===== config.mk =====
export PLATFORM = sky130hd
export DESIGN_NAME = int_alu_flags
export DESIGN_NICKNAME = d
export VERILOG_FILES = /design/src/rtl/alu_pkg.sv /design/src/rtl/alu_operand_prep.sv /design/src/rtl/alu_add_core.sv /design/src/rtl/alu_branch_eval.sv /design/src/rtl/int_alu_flags.sv
export SDC_FILE = /design/constraint.sdc
export NUM_CORES = 1
export LEC_CHECK = 0
export ABC_AREA = 1
export BUFFER_PORTS_ARGS = -buffer_cell sky130_fd_sc_hd__buf_2
export CORE_ASPECT_RATIO = 2
export CORE_UTILIZATION = 35
export DETAILED_ROUTE_END_ITERATION = 10
export MAX_ROUTING_LAYER = met4
export SETUP_SLACK_MARGIN = 0.2
export SLEW_MARGIN = 5
export SYNTH_ARGS = -nofsm -noshare
export SYNTH_HDL_FRONTEND = slang
export SYNTH_HIERARCHICAL = 1
export SYNTH_SLANG_ARGS = --single-unit
export TNS_END_PERCENT = 5

===== constraint.sdc =====
create_clock -name clk -period 6.1 [get_ports clk]
set_clock_uncertainty 0.05 [all_clocks]
set_input_delay 0.305 -clock clk [delete_from_list [all_inputs] [get_ports clk]]
set_output_delay 0.305 -clock clk [all_outputs]
set_load 0.05 [all_outputs]

===== src/rtl/alu_pkg.sv =====
package alu_pkg;
  typedef enum logic [2:0] {
    OP_ADD = 3'd0,
    OP_ADC = 3'd1,
    OP_SUB = 3'd2,
    OP_SBB = 3'd3,
    OP_CMP = 3'd4,
    OP_INC = 3'd5,
    OP_DEC = 3'd6,
    OP_NEG = 3'd7
  } alu_op_e;

  typedef struct packed {
    logic ov;
    logic cy;
    logic sg;
    logic zr;
  } alu_flags_t;
endpackage


===== src/rtl/alu_operand_prep.sv =====
module alu_operand_prep #(
  parameter int W = 32
) (
  input  alu_pkg::alu_op_e op,
  input  logic [W-1:0]     a,
  input  logic [W-1:0]     b,
  input  logic             cy_in,
  output logic [W-1:0]     x,
  output logic [W-1:0]     y,
  output logic             cin,
  output logic             is_sub,
  output logic             keep_cy,
  output logic             writes
);
  import alu_pkg::*;

  always_comb begin
    x       = a;
    y       = b;
    cin     = 1'b0;
    is_sub  = 1'b0;
    keep_cy = 1'b0;
    writes  = 1'b1;
    unique case (op)
      OP_ADD: ;
      OP_ADC: cin = cy_in;
      OP_SUB: begin y = ~b; cin = 1'b1;   is_sub = 1'b1; end
      OP_SBB: begin y = ~b; cin = ~cy_in; is_sub = 1'b1; end
      OP_CMP: begin y = ~b; cin = 1'b1;   is_sub = 1'b1; writes = 1'b0; end
      OP_INC: begin y = '0; cin = 1'b1;   keep_cy = 1'b1; end
      OP_DEC: begin y = '1; cin = 1'b0;   keep_cy = 1'b1; end
      OP_NEG: begin x = '0; y = ~a; cin = 1'b1; is_sub = 1'b1; end
      default: ;
    endcase
  end
endmodule


===== src/rtl/alu_add_core.sv =====
module alu_add_core #(
  parameter int W = 32
) (
  input  logic [W-1:0] x,
  input  logic [W-1:0] y,
  input  logic         cin,
  output logic [W-1:0] sum,
  output logic         cout,
  output logic         ovf
);
  logic [W:0] wide;

  always_comb begin
    wide = {1'b0, x} + {1'b0, y} + {{W{1'b0}}, cin};
    sum  = wide[W-1:0];
    cout = wide[W];
    ovf  = (x[W-1] == y[W-1]) && (sum[W-1] != x[W-1]);
  end
endmodule


===== src/rtl/alu_branch_eval.sv =====
module alu_branch_eval (
  input  alu_pkg::alu_flags_t fl,
  output logic                sgt,
  output logic                ugt
);
  always_comb begin
    sgt = !fl.zr && (fl.sg == fl.ov);
    ugt = !fl.cy && !fl.zr;
  end
endmodule


===== src/rtl/int_alu_flags.sv =====
module int_alu_flags #(
  parameter int W = 32
) (
  input  logic         clk,
  input  logic         rst,
  input  logic         start_i,
  input  logic [2:0]   op_i,
  input  logic [W-1:0] a_i,
  input  logic [W-1:0] b_i,
  input  logic [3:0]   flags_i,
  output logic [W-1:0] result_o,
  output logic         wr_en_o,
  output logic [3:0]   flags_o,
  output logic         done_o,
  output logic         sgt_o,
  output logic         ugt_o
);
  import alu_pkg::*;

  localparam int MSB = W - 1;

  alu_op_e    op;
  alu_flags_t fin, fnext, fq;
  logic [W-1:0] x, y, sum;
  logic cin, is_sub, keep_cy, writes, cout, ovf;
  logic [W-1:0] res_q;
  logic wr_q, done_q;

  assign op  = alu_op_e'(op_i);
  assign fin = alu_flags_t'(flags_i);

  alu_operand_prep #(.W(W)) prep_i (
    .op(op), .a(a_i), .b(b_i), .cy_in(fin.cy),
    .x(x), .y(y), .cin(cin), .is_sub(is_sub),
    .keep_cy(keep_cy), .writes(writes)
  );

  alu_add_core #(.W(W)) add_i (
    .x(x), .y(y), .cin(cin), .sum(sum), .cout(cout), .ovf(ovf)
  );

  always_comb begin
    fnext.zr = (sum == '0);
    fnext.sg = sum[MSB];
    fnext.ov = ovf;
    fnext.cy = keep_cy ? fin.cy : (is_sub ? ~cout : cout);
  end

  always_ff @(posedge clk) begin
    if (rst) begin
      res_q  <= '0;
      fq     <= '0;
      wr_q   <= 1'b0;
      done_q <= 1'b0;
    end else begin
      done_q <= start_i;
      wr_q   <= start_i && writes;
      if (start_i) begin
        fq <= fnext;
        if (writes) res_q <= sum;
      end
    end
  end

  alu_branch_eval br_i (.fl(fq), .sgt(sgt_o), .ugt(ugt_o));

  assign result_o = res_q;
  assign wr_en_o  = wr_q;
  assign flags_o  = fq;
  assign done_o   = done_q;

  AST_DONE_AFTER_START: assert property (@(posedge clk) disable iff (rst) start_i |=> done_o);
  AST_IDLE_HOLD: assert property (@(posedge clk) disable iff (rst) !start_i |=> !done_o && $stable(result_o) && $stable(flags_o));
  AST_WE_WITH_DONE: assert property (@(posedge clk) disable iff (rst) wr_en_o |-> done_o);
  AST_CMP_NO_WRITE: assert property (@(posedge clk) disable iff (rst) start_i && op_i == 3'd4 |=> !wr_en_o && $stable(result_o));
  AST_INCDEC_KEEP_CY: assert property (@(posedge clk) disable iff (rst) start_i && (op_i == 3'd5 || op_i == 3'd6) |=> flags_o[2] == $past(flags_i[2]));
  AST_ZERO_MATCH: assert property (@(posedge clk) disable iff (rst) done_o && wr_en_o |-> flags_o[0] == (result_o == '0));
  AST_SIGN_MATCH: assert property (@(posedge clk) disable iff (rst) done_o && wr_en_o |-> flags_o[1] == result_o[MSB]);
  AST_SGT_NOT_ZERO: assert property (@(posedge clk) disable iff (rst) sgt_o |-> !flags_o[0]);
  AST_UGT_NO_CARRY: assert property (@(posedge clk) disable iff (rst) ugt_o |-> !flags_o[2]);
endmodule


==> impl_metrics.csv, run 1 <==
group,metric,value,unit
global_route,grt_max_degree,35,
synth,yosysWarnings,6,
worst_setup_path,r2r_slack,5390,ps
worst_setup_path,rr_worst_depth,2,
synth,synth.distinct_cells,29,
timing,final_hold_viol_count,0,
worst_setup_path,cp_cell_sequence,"buf_2 > nand2_1 > buf_4 > inv_1 > nor2_1 > a21oi_1 > fa_1 > fa_1 > nand3_1 > nand2_2 > nand2_2 > nand2_2 > nand3_1 > nand2_2 > nand2_1 > nand2_1 > nand2_1 > nand2_1 > nor2_1 > nand4_1 > nor2_1 > nand2_1 > a21oi_2",
clocking,cts_hold_buffers,0,
power_and_ir_drop,switchingPower,0.585,mW
power_and_ir_drop,power_leakage,3.43,nW
clocking,cts_sinks,38,
worst_hold_path,hold_path_class,"in2reg",
clocking,cts_tree,"built",
timing,drv_slew,0,
worst_setup_path,cp.required,6270,ps
cells_and_area,multi_input_comb_area,0.00338,mm2
worst_setup_path,crit_family,"simple AND/OR/NAND/NOR gates",
floorplanning,start_util,35.8,%
synth,syn-num-nets,1024,
synth,syn_area,0.00494,mm2
worst_setup_path,path_max_fanout,33,
clocking,cts_setup_buffers,0,
placement,dp_hpwl,12.7,mm
worst_setup_path,worst-path-buf-inv,3,
floorplanning,die_y,170,um
worst_hold_path,hold_depth,2,
routing,finalWirelength,14.7,mm
floorplanning,dieWidth,86.0,um
routing,drt-vias-per-instance,4.71,
worst_setup_path,critPathKind,"in2reg",
timing,timing.final.crit_share,59.3,%
timing,rsz0062_at_grt,"no",
timing,relSlewSlack,50.4,%
routing,drt_iter0_markers,129,
timing,tightest_slew,743,ps
flow_run,cap_violations,0,
timing,setup_viol,0,
power_and_ir_drop,p_int,0.676,mW
synth,synth_cells,917,
synth,synth_top_family_by_area,"simple AND/OR/NAND/NOR gates",
cells_and_area,seq_area,761,um2
synth,synth_compound_area_share,13.9,%
placement,dpl_cell_area,0.00562,mm2
routing,wl_per_cell,12.2,um
synth,seq_area_frac_synth,15.4,%
power_and_ir_drop,seqPwrFrac,23.0,%
clocking,cts_max_level,2,
timing,clock.fmax,277,MHz
global_route,overflow,0,
floorplanning,design.core.area,0.0138,mm2
placement,portBuffers,110,
synth,synthMuxAreaShare,0,%
floorplanning,ios,114,
power_and_ir_drop,pwr-share-comb,54.9,%
floorplanning,die-area,0.0146,mm2
placement,gp_congestion,0.955,
worst_setup_path,cp_slowest_stage_delay,510,ps
cells_and_area,layout_commonest_cell,"nand2_1",
cells_and_area,final_area,0.00579,mm2
routing,vias,5644,
global_route,grt_antenna_before_repair,0,
cells_and_area,area_growth,17.2,%
global_route,grt_pass1_vias,5252,
worst_setup_path,end_kind,"flop",
worst_setup_path,arrival,3780,ps
power_and_ir_drop,p_sw_share,46.4,%
cells_and_area,drive_above_1_share,14.9,%
clocking,post_cts_resized,0,
cells_and_area,final_net_count,1116,
cells_and_area,final_util,41.9,%
power_and_ir_drop,power_density,218,mW/mm2
clocking,clockRootBuffer,"clkbuf_16",
clocking,clk_pin_slew_worst_paths,50,ps
floorplanning,row_count,61,
timing,setup_tns,0,ps
worst_setup_path,crit_slowest_cell,"fa_1",
power_and_ir_drop,vdd_drop_max,0.0000935,V
worst_hold_path,whs_endpoint,"flags_o[0]",
clocking,cts_buffers,5,
routing,drc,0,
clocking,clock_latency,280,ps
synth,synth_fa_ha_area_share,8.66,%
synth,synthXorXnorAreaFrac,3.55,%
worst_setup_path,r2r-end,"flags_o[2]",
outcome,status,"complete, no violations",
cells_and_area,fillers,1599,
cells_and_area,mostFrequentLayoutCells,"227 x nand2_1, 168 x inv_1, 137 x nor2_1, 110 x buf_2, 70 x o21ai_0",
worst_hold_path,hold_start,"rst",
routing,ant_nets,0,
power_and_ir_drop,pwr-share-clk,22.1,%
worst_setup_path,r2r_start,"flags_o[2]",
synth,avgSynthCellArea,5.39,um2
worst_setup_path,cpMostUsedCell,"nand2_1",
cells_and_area,insertedDiodeCount,0,
global_route,grt_pass1_wl,24.2,mm
cells_and_area,stdcell_count,1199,
clocking,cts.path.max_buffers,2,
placement,dp.cells,1191,
worst_setup_path,critPathLaunchType,"primary input",
timing,finalCriticalPeriod,3610,ps
global_route,grtUsageTotal,21.3,%
synth,ys_ff_latch,38,
synth,synth-simple-area-share,42.4,%
routing,drtPass1Iterations,5,
[state kept, by name, indices dropped and copies added (netlist names)]
| name | count |
|---|---|
| flags_o | 4 |
| wr_en_o | 1 |
| result_o | 32 |
| done_o | 1 |
[area by class of cell]
type                            instances  area share, %
Multi-Input combinational cell        675           58.5
Sequential cell                        38           13.1
Inverter                              174           11.3
Timing Repair Buffer                  115           10.2
Tap cell                              189           4.08
Clock buffer                            8           2.87
[Yosys cell counts, drive strengths merged]
master | instances | area share (%)
o21a | 3 | 0.46
nand2 | 244 | 19
fa | 2 | 0.81
nand3 | 57 | 5.9
clkinv | 1 | 0.076
xor2 | 20 | 3.5
buf | 18 | 2.0
nor3 | 8 | 0.91
ha | 31 | 7.9
a21oi | 42 | 4.3
nor4 | 1 | 0.13
nor2 | 139 | 11
clkbuf | 12 | 0.91
inv | 173 | 13
nand4 | 40 | 5.1
nand3b | 2 | 0.30
dfxtp | 38 | 15
a21o | 2 | 0.30
o21ai | 79 | 8.0
o21bai | 5 | 0.76
[per-stage QoR]
stage | hold slack (ps) | setup slack [ps] | power, mW
global placement | 407 | 2210 | 0.986
CTS | 181 | 2460 | 1.27
floorplan | 317 | 3110 | 0.819
finish | 189 | 2490 | 1.26
detailed placement | 414 | 2180 | 0.990
global route | 192 | 2320 | 1.37
[power by group through the flow]
stage               logic [mW]  clock network, mW  registers, mW
global route             0.780              0.296          0.294
CTS                      0.696              0.286          0.291
detailed placement       0.694                  0          0.296
finish                   0.693              0.279          0.290
floorplan                0.424                  0          0.395
global placement         0.691                  0          0.295
[metal layers]
layer / wire [um] / track usage, % / vias to the layer above
met4: 743 / 12.1 / 0
met2: 7670 / 38.8 / 144
met3: 526 / 1.16 / 37
met1: 5720 / 22.3 / 2400
met5: 0 / - / -
li1: - / - / 3063
[worst max-delay path by stage]
stage | from | endpoint | slack, ps | cells after the start
final | op_i[0] | flags_o[0] | 2490 | 23
after floorplan | op_i[1] | flags_o[0] | 3110 | 25
after global routing | op_i[0] | flags_o[0] | 2320 | 23
after global placement | op_i[0] | flags_o[0] | 2210 | 23
after CTS | op_i[0] | flags_o[0] | 2460 | 23
after detailed placement | op_i[0] | flags_o[0] | 2180 | 23
[cell families (layout without fill, tap and decap cells)]
kind of cell | Yosys count | count (layout)
buffers and inverters | 204 | 297
AND/OR/NAND/NOR | 491 | 491
flip-flops | 38 | 38
adder cells (fa/ha/maj) | 33 | 33
AO/OA/AOI/OAI | 131 | 131
XOR/XNOR | 20 | 20
(Power assumes the default switching activity.)
==> run 2, diff against run 1 <==
==> constraint.sdc (replaced) <==
create_clock -name clk -period 3.3 [get_ports clk]
set_clock_uncertainty 0.05 [all_clocks]
set_input_delay 0.165 -clock clk [delete_from_list [all_inputs] [get_ports clk]]
set_output_delay 0.165 -clock clk [all_outputs]
set_load 0.05 [all_outputs]
==> run 2 against run 1 <==
  * Total power grew 92%
  * Sequential share of layout area decreased by 0.45 points
  * Sequential power rose by 85%
  * Global-route usage grew 0.95 points
  * Largest power group unchanged
==> impl_metrics.csv, run 2 (synthesis results as in run 1) <==
group,metric,value,unit
cells_and_area,area_growth,21.3,%
cells_and_area,mostFrequentLayoutCells,"227 x nand2_1, 168 x inv_1, 137 x nor2_1, 110 x buf_2, 70 x o21ai_0",
cells_and_area,largest_reg_flops,32,
routing,drt_iter0_markers,186,
placement,portBuffers,110,
cells_and_area,insertedDiodeCount,0,
global_route,grtUsageTotal,22.2,%
worst_setup_path,arrival,3000,ps
clocking,cts_buffers,5,
cells_and_area,drive_above_1_share,17.0,%
routing,ant_nets,0,
floorplanning,start_util,35.8,%
clocking,post_cts_resized,0,
routing,wl_per_cell,12.7,um
timing,finalCriticalPeriod,2830,ps
cells_and_area,final_area,0.00599,mm2
clocking,cts_max_level,2,
placement,gp_congestion,0.891,
power_and_ir_drop,vdd_drop_max,0.000180,V
power_and_ir_drop,p_int,1.30,mW
global_route,grt_pass1_vias,5366,
flow_run,cap_violations,0,
floorplanning,die-area,0.0146,mm2
cells_and_area,final_net_count,1141,
floorplanning,design.core.area,0.0138,mm2
worst_hold_path,hold_path_class,"in2reg",
timing,timing.final.crit_share,85.9,%
power_and_ir_drop,power_leakage,3.55,nW
cells_and_area,layout_commonest_cell,"nand2_1",
power_and_ir_drop,p_sw_share,46.1,%
placement,dp_hpwl,13.4,mm
routing,drc,0,
timing,clock.fmax,353,MHz
timing,setup_viol,0,
clocking,clock_latency,280,ps
timing,rsz0062_at_grt,"no",
power_and_ir_drop,power_density,403,mW/mm2
global_route,grt_pass1_wl,25.2,mm
power_and_ir_drop,pwr-share-clk,21.2,%
timing,final_hold_viol_count,0,
worst_setup_path,critPathKind,"in2reg",
floorplanning,dieWidth,86.0,um
clocking,cts_tree,"built",
clocking,cts.path.max_buffers,2,
power_and_ir_drop,p_total,2.42,mW
placement,dpl_cell_area,0.00581,mm2
worst_setup_path,cp.required,3470,ps
routing,vias,5761,
timing,setup_tns,0,ps
global_route,grt_max_degree,35,
routing,finalWirelength,15.6,mm
timing,tightest_slew,743,ps
routing,drtPass1Iterations,5,
clocking,cts_sinks,38,
timing,whs,51.5,ps
global_route,overflow,0,
power_and_ir_drop,pwr-share-comb,56.5,%
worst_setup_path,end_kind,"flop",
timing,relSlewSlack,50.4,%
outcome,status,"complete, no violations",
clocking,cts_setup_buffers,0,
floorplanning,die_y,170,um
floorplanning,ios,114,
power_and_ir_drop,switchingPower,1.11,mW
timing,drv_slew,0,
floorplanning,row_count,61,
power_and_ir_drop,seqPwrFrac,22.2,%
clocking,cts_hold_buffers,0,
worst_setup_path,critPathLaunchType,"primary input",
clocking,clockRootBuffer,"clkbuf_16",
clocking,clk_pin_slew_worst_paths,50,ps
worst_setup_path,path_max_fanout,5,
routing,drt-vias-per-instance,4.71,
global_route,grt_antenna_before_repair,0,
-- run 2: changes by cell type in the layout (fill, tap and decap cells not counted) --
cell   change
buf_4     +22
buf_6      +2
fa_2       +1
buf_8      +1
fa_1       -1
-- run 2: path summary, 6_finish.rpt --
kind,startpoint,endpoint,slack [ps],depth (start not counted)
min,rst,flags_o[0],50,2
max reg2reg,flags_o[0],flags_o[0],2600,2
max,op_i[0],flags_o[0],470,22
min reg2reg,result_o[15],result_o[15],420,2
-- run 2: cell type report --
cell class                      count  area [um2]
Multi-Input combinational cell    675        3390
Fill cell                        1602        7820
Inverter                          174         653
Tap cell                          189         236
Timing Repair Buffer              140         791
Sequential cell                    38         761
Clock buffer                        8         166
-- run 2: per-stage QoR --
step	utilization, %	setup slack (ps)	instances
floorplan	-	446	917
global placement	42.1	103	1216
detailed placement	42.1	76.5	1216
CTS	43.3	367	1224
global route	43.4	222	1224
finish	43.4	465	1224
-- run 2: critical path, cell delays in order --
cell and delay, ps:
buf_2 150, nand2_1 140, nand4_1 120, nand3_1 110, fa_2 450, fa_1 410
nand3_1 110, nand2_2 90, nand2_2 80, nand2_2 50, buf_4 130, nand2_1 50
nand2_1 100, nand2_1 110, nand3b_1 90, nand2_1 60, nand2_1 60, nor2_1 150
nand3_2 90, nor2_1 100, nand2_1 70, a21oi_2 110
-- run 2: layer usage --
layer	wire, um	up-vias	global-route usage, %	share of wire [%]
li1	-	3112	-	-
met5	0	-	-	0
met1	6130	2530	22.4	39
met4	370	0	7.39	2.4
met2	8720	99	44.1	56
met3	344	20	1.16	2.2
-- run 2: power by group through the flow --
stage / sequential (mW) / clock (mW) / combinational (mW)
after floorplan: 0.730 / 0 / 0.783
after global placement: 0.547 / 0 / 1.36
after detailed placement: 0.548 / 0 / 1.36
after CTS: 0.538 / 0.526 / 1.37
after global routing: 0.544 / 0.547 / 1.52
final: 0.537 / 0.513 / 1.37
==> run 3, diff against run 2 <==
--- a/config.mk
+++ b/config.mk
@@ -9,6 +9,7 @@
 export BUFFER_PORTS_ARGS = -buffer_cell sky130_fd_sc_hd__buf_2
 export CORE_ASPECT_RATIO = 2
 export CORE_UTILIZATION = 35
+export CTS_BUF_LIST = sky130_fd_sc_hd__clkbuf_2 sky130_fd_sc_hd__clkbuf_4 sky130_fd_sc_hd__clkbuf_8
 export DETAILED_ROUTE_END_ITERATION = 10
 export MAX_ROUTING_LAYER = met4
 export SETUP_SLACK_MARGIN = 0.2
==> run 3 against run 2 <==
  * Clock power decreased by 29%
  * First-iteration DRC count decreased by 19%
  * Sequential cell count unchanged
  * Sequential share of layout area increased by 0.13 points
  * Maximum frequency increased by 0.61%
  * Critical endpoint unchanged
==> impl_metrics.csv, run 3 (synthesis results as in run 1) <==
group,metric,value,unit
outcome,status,"complete, no violations",
power_and_ir_drop,pwr-share-clk,16.1,%
power_and_ir_drop,p_int,1.17,mW
routing,wl_per_cell,12.7,um
power_and_ir_drop,switchingPower,1.10,mW
global_route,overflow,0,
routing,drt-vias-per-instance,4.67,
global_route,grt_pass1_vias,5383,
power_and_ir_drop,seqPwrFrac,23.6,%
clocking,clockRootBuffer,"clkbuf_8",
global_route,grt_max_degree,35,
flow_run,cap_violations,0,
routing,drc,0,
power_and_ir_drop,vdd_drop_max,0.000149,V
floorplanning,start_util,35.8,%
power_and_ir_drop,power_density,382,mW/mm2
timing,setup_tns,0,ps
worst_setup_path,critPathLaunchType,"primary input",
cells_and_area,mostFrequentLayoutCells,"227 x nand2_1, 168 x inv_1, 137 x nor2_1, 110 x buf_2, 70 x o21ai_0",
timing,setup_viol,0,
clocking,cts_sinks,38,
clocking,cts.path.max_buffers,2,
global_route,grtUsageTotal,22.3,%
timing,whs,39.6,ps
cells_and_area,layout_commonest_cell,"nand2_1",
cells_and_area,largest_reg_flops,32,
floorplanning,die-area,0.0146,mm2
timing,rsz0062_at_grt,"no",
floorplanning,row_count,61,
worst_setup_path,rr_worst_depth,2,
worst_setup_path,end_kind,"flop",
power_and_ir_drop,p_sw_share,48.3,%
cells_and_area,seq_area,761,um2
clocking,clk_pin_slew_worst_paths,70,ps
clocking,cts_hold_buffers,0,
clocking,clock_latency,290,ps
timing,relSlewSlack,50.3,%
routing,ant_nets,0,
floorplanning,dieWidth,86.0,um
timing,clock.fmax,355,MHz
cells_and_area,final_util,43.0,%
timing,finalCriticalPeriod,2820,ps
placement,portBuffers,110,
worst_setup_path,critPathKind,"in2reg",
clocking,cts_buffers,5,
power_and_ir_drop,pwr-share-comb,60.3,%
worst_setup_path,arrival,3000,ps
cells_and_area,fillers,1607,
worst_hold_path,hold_path_class,"in2reg",
routing,drt_iter0_markers,150,
floorplanning,die_y,170,um
floorplanning,ios,114,
power_and_ir_drop,p_total,2.27,mW
timing,drv_slew,0,
cells_and_area,drive_above_1_share,17.0,%
routing,drtPass1Iterations,6,
worst_hold_path,hold_depth,2,
clocking,cts_max_level,2,
global_route,grt_antenna_before_repair,0,
clocking,cts_tree,"built",
worst_setup_path,cp.required,3480,ps
clocking,cts_setup_buffers,0,
cells_and_area,multi_input_comb_area,0.00339,mm2
cells_and_area,insertedDiodeCount,0,
worst_setup_path,path_max_fanout,5,
power_and_ir_drop,power_leakage,3.53,nW
placement,dp_hpwl,13.4,mm
routing,finalWirelength,15.6,mm
placement,gp_congestion,0.891,
routing,vias,5715,
timing,tightest_slew,745,ps
timing,timing.final.crit_share,85.4,%
cells_and_area,area_growth,20.1,%
global_route,grt_pass1_wl,25.2,mm
floorplanning,design.core.area,0.0138,mm2
cells_and_area,final_net_count,1141,
timing,final_hold_viol_count,0,
==> run 3: repair_timing <==
| item | in CTS | in global routing |
|---|---|---|
| hold endpoints to repair | 0 | 0 |
| setup endpoints to repair | 0 | 1 |
| gates resized for setup | 0 | 4 |
==> run 3: final cells by class <==
type                       instances  share of cell area, %
multi-input combinational        675                   57.1
tap                              189                   3.98
timing repair buffer             140                   13.3
sequential                        38                   12.8
inverter                         174                   11.0
clock buffer                       8                   1.86
==> run 3: through the flow <==
stage / setup slack, ps / cell area, um2 / instances
after detailed placement: 76.5 / 5810 / 1216
after global routing: 208 / 5930 / 1224
final: 483 / 5930 / 1224
after CTS: 385 / 5920 / 1224
after global placement: 103 / 5810 / 1216
after floorplan: 446 / 4940 / 917
==> run 3: power by group through the flow <==
stage	Combinational [mW]	Clock, mW	Sequential, mW
2_1_floorplan	0.783	0	0.730
3_3_place_gp	1.36	0	0.547
3_5_place_dp	1.36	0	0.548
4_1_cts	1.37	0.381	0.537
5_1_grt	1.52	0.395	0.543
6_report	1.37	0.365	0.536
==> run 3: critical path: stages <==
cell	delay, ps
buf_2	150
nand2_1	140
nand4_1	120
nand3_1	110
fa_2	450
fa_1	410
nand3_1	110
nand2_2	90
nand2_2	80
nand2_2	50
buf_4	130
nand2_1	50
nand2_1	100
nand2_1	110
nand3b_1	90
nand2_1	60
nand2_1	60
nor2_1	150
nand3_2	90
nor2_1	100
nand2_1	70
a21oi_2	110
==> run 3: final timing paths <==
path	from	endpoint	slack, ps
worst min register to register	result_o[15]	result_o[15]	430
worst max register to register	flags_o[0]	flags_o[0]	2590
worst min-delay path	rst	flags_o[0]	40
worst max-delay path	op_i[0]	flags_o[0]	480
==> run 3: layer usage <==
metal	share of wire, %	GRT usage [%]
met1	40	22.3
met2	56	44.2
met3	1.9	1.16
met4	2.4	7.61
met5	0	-
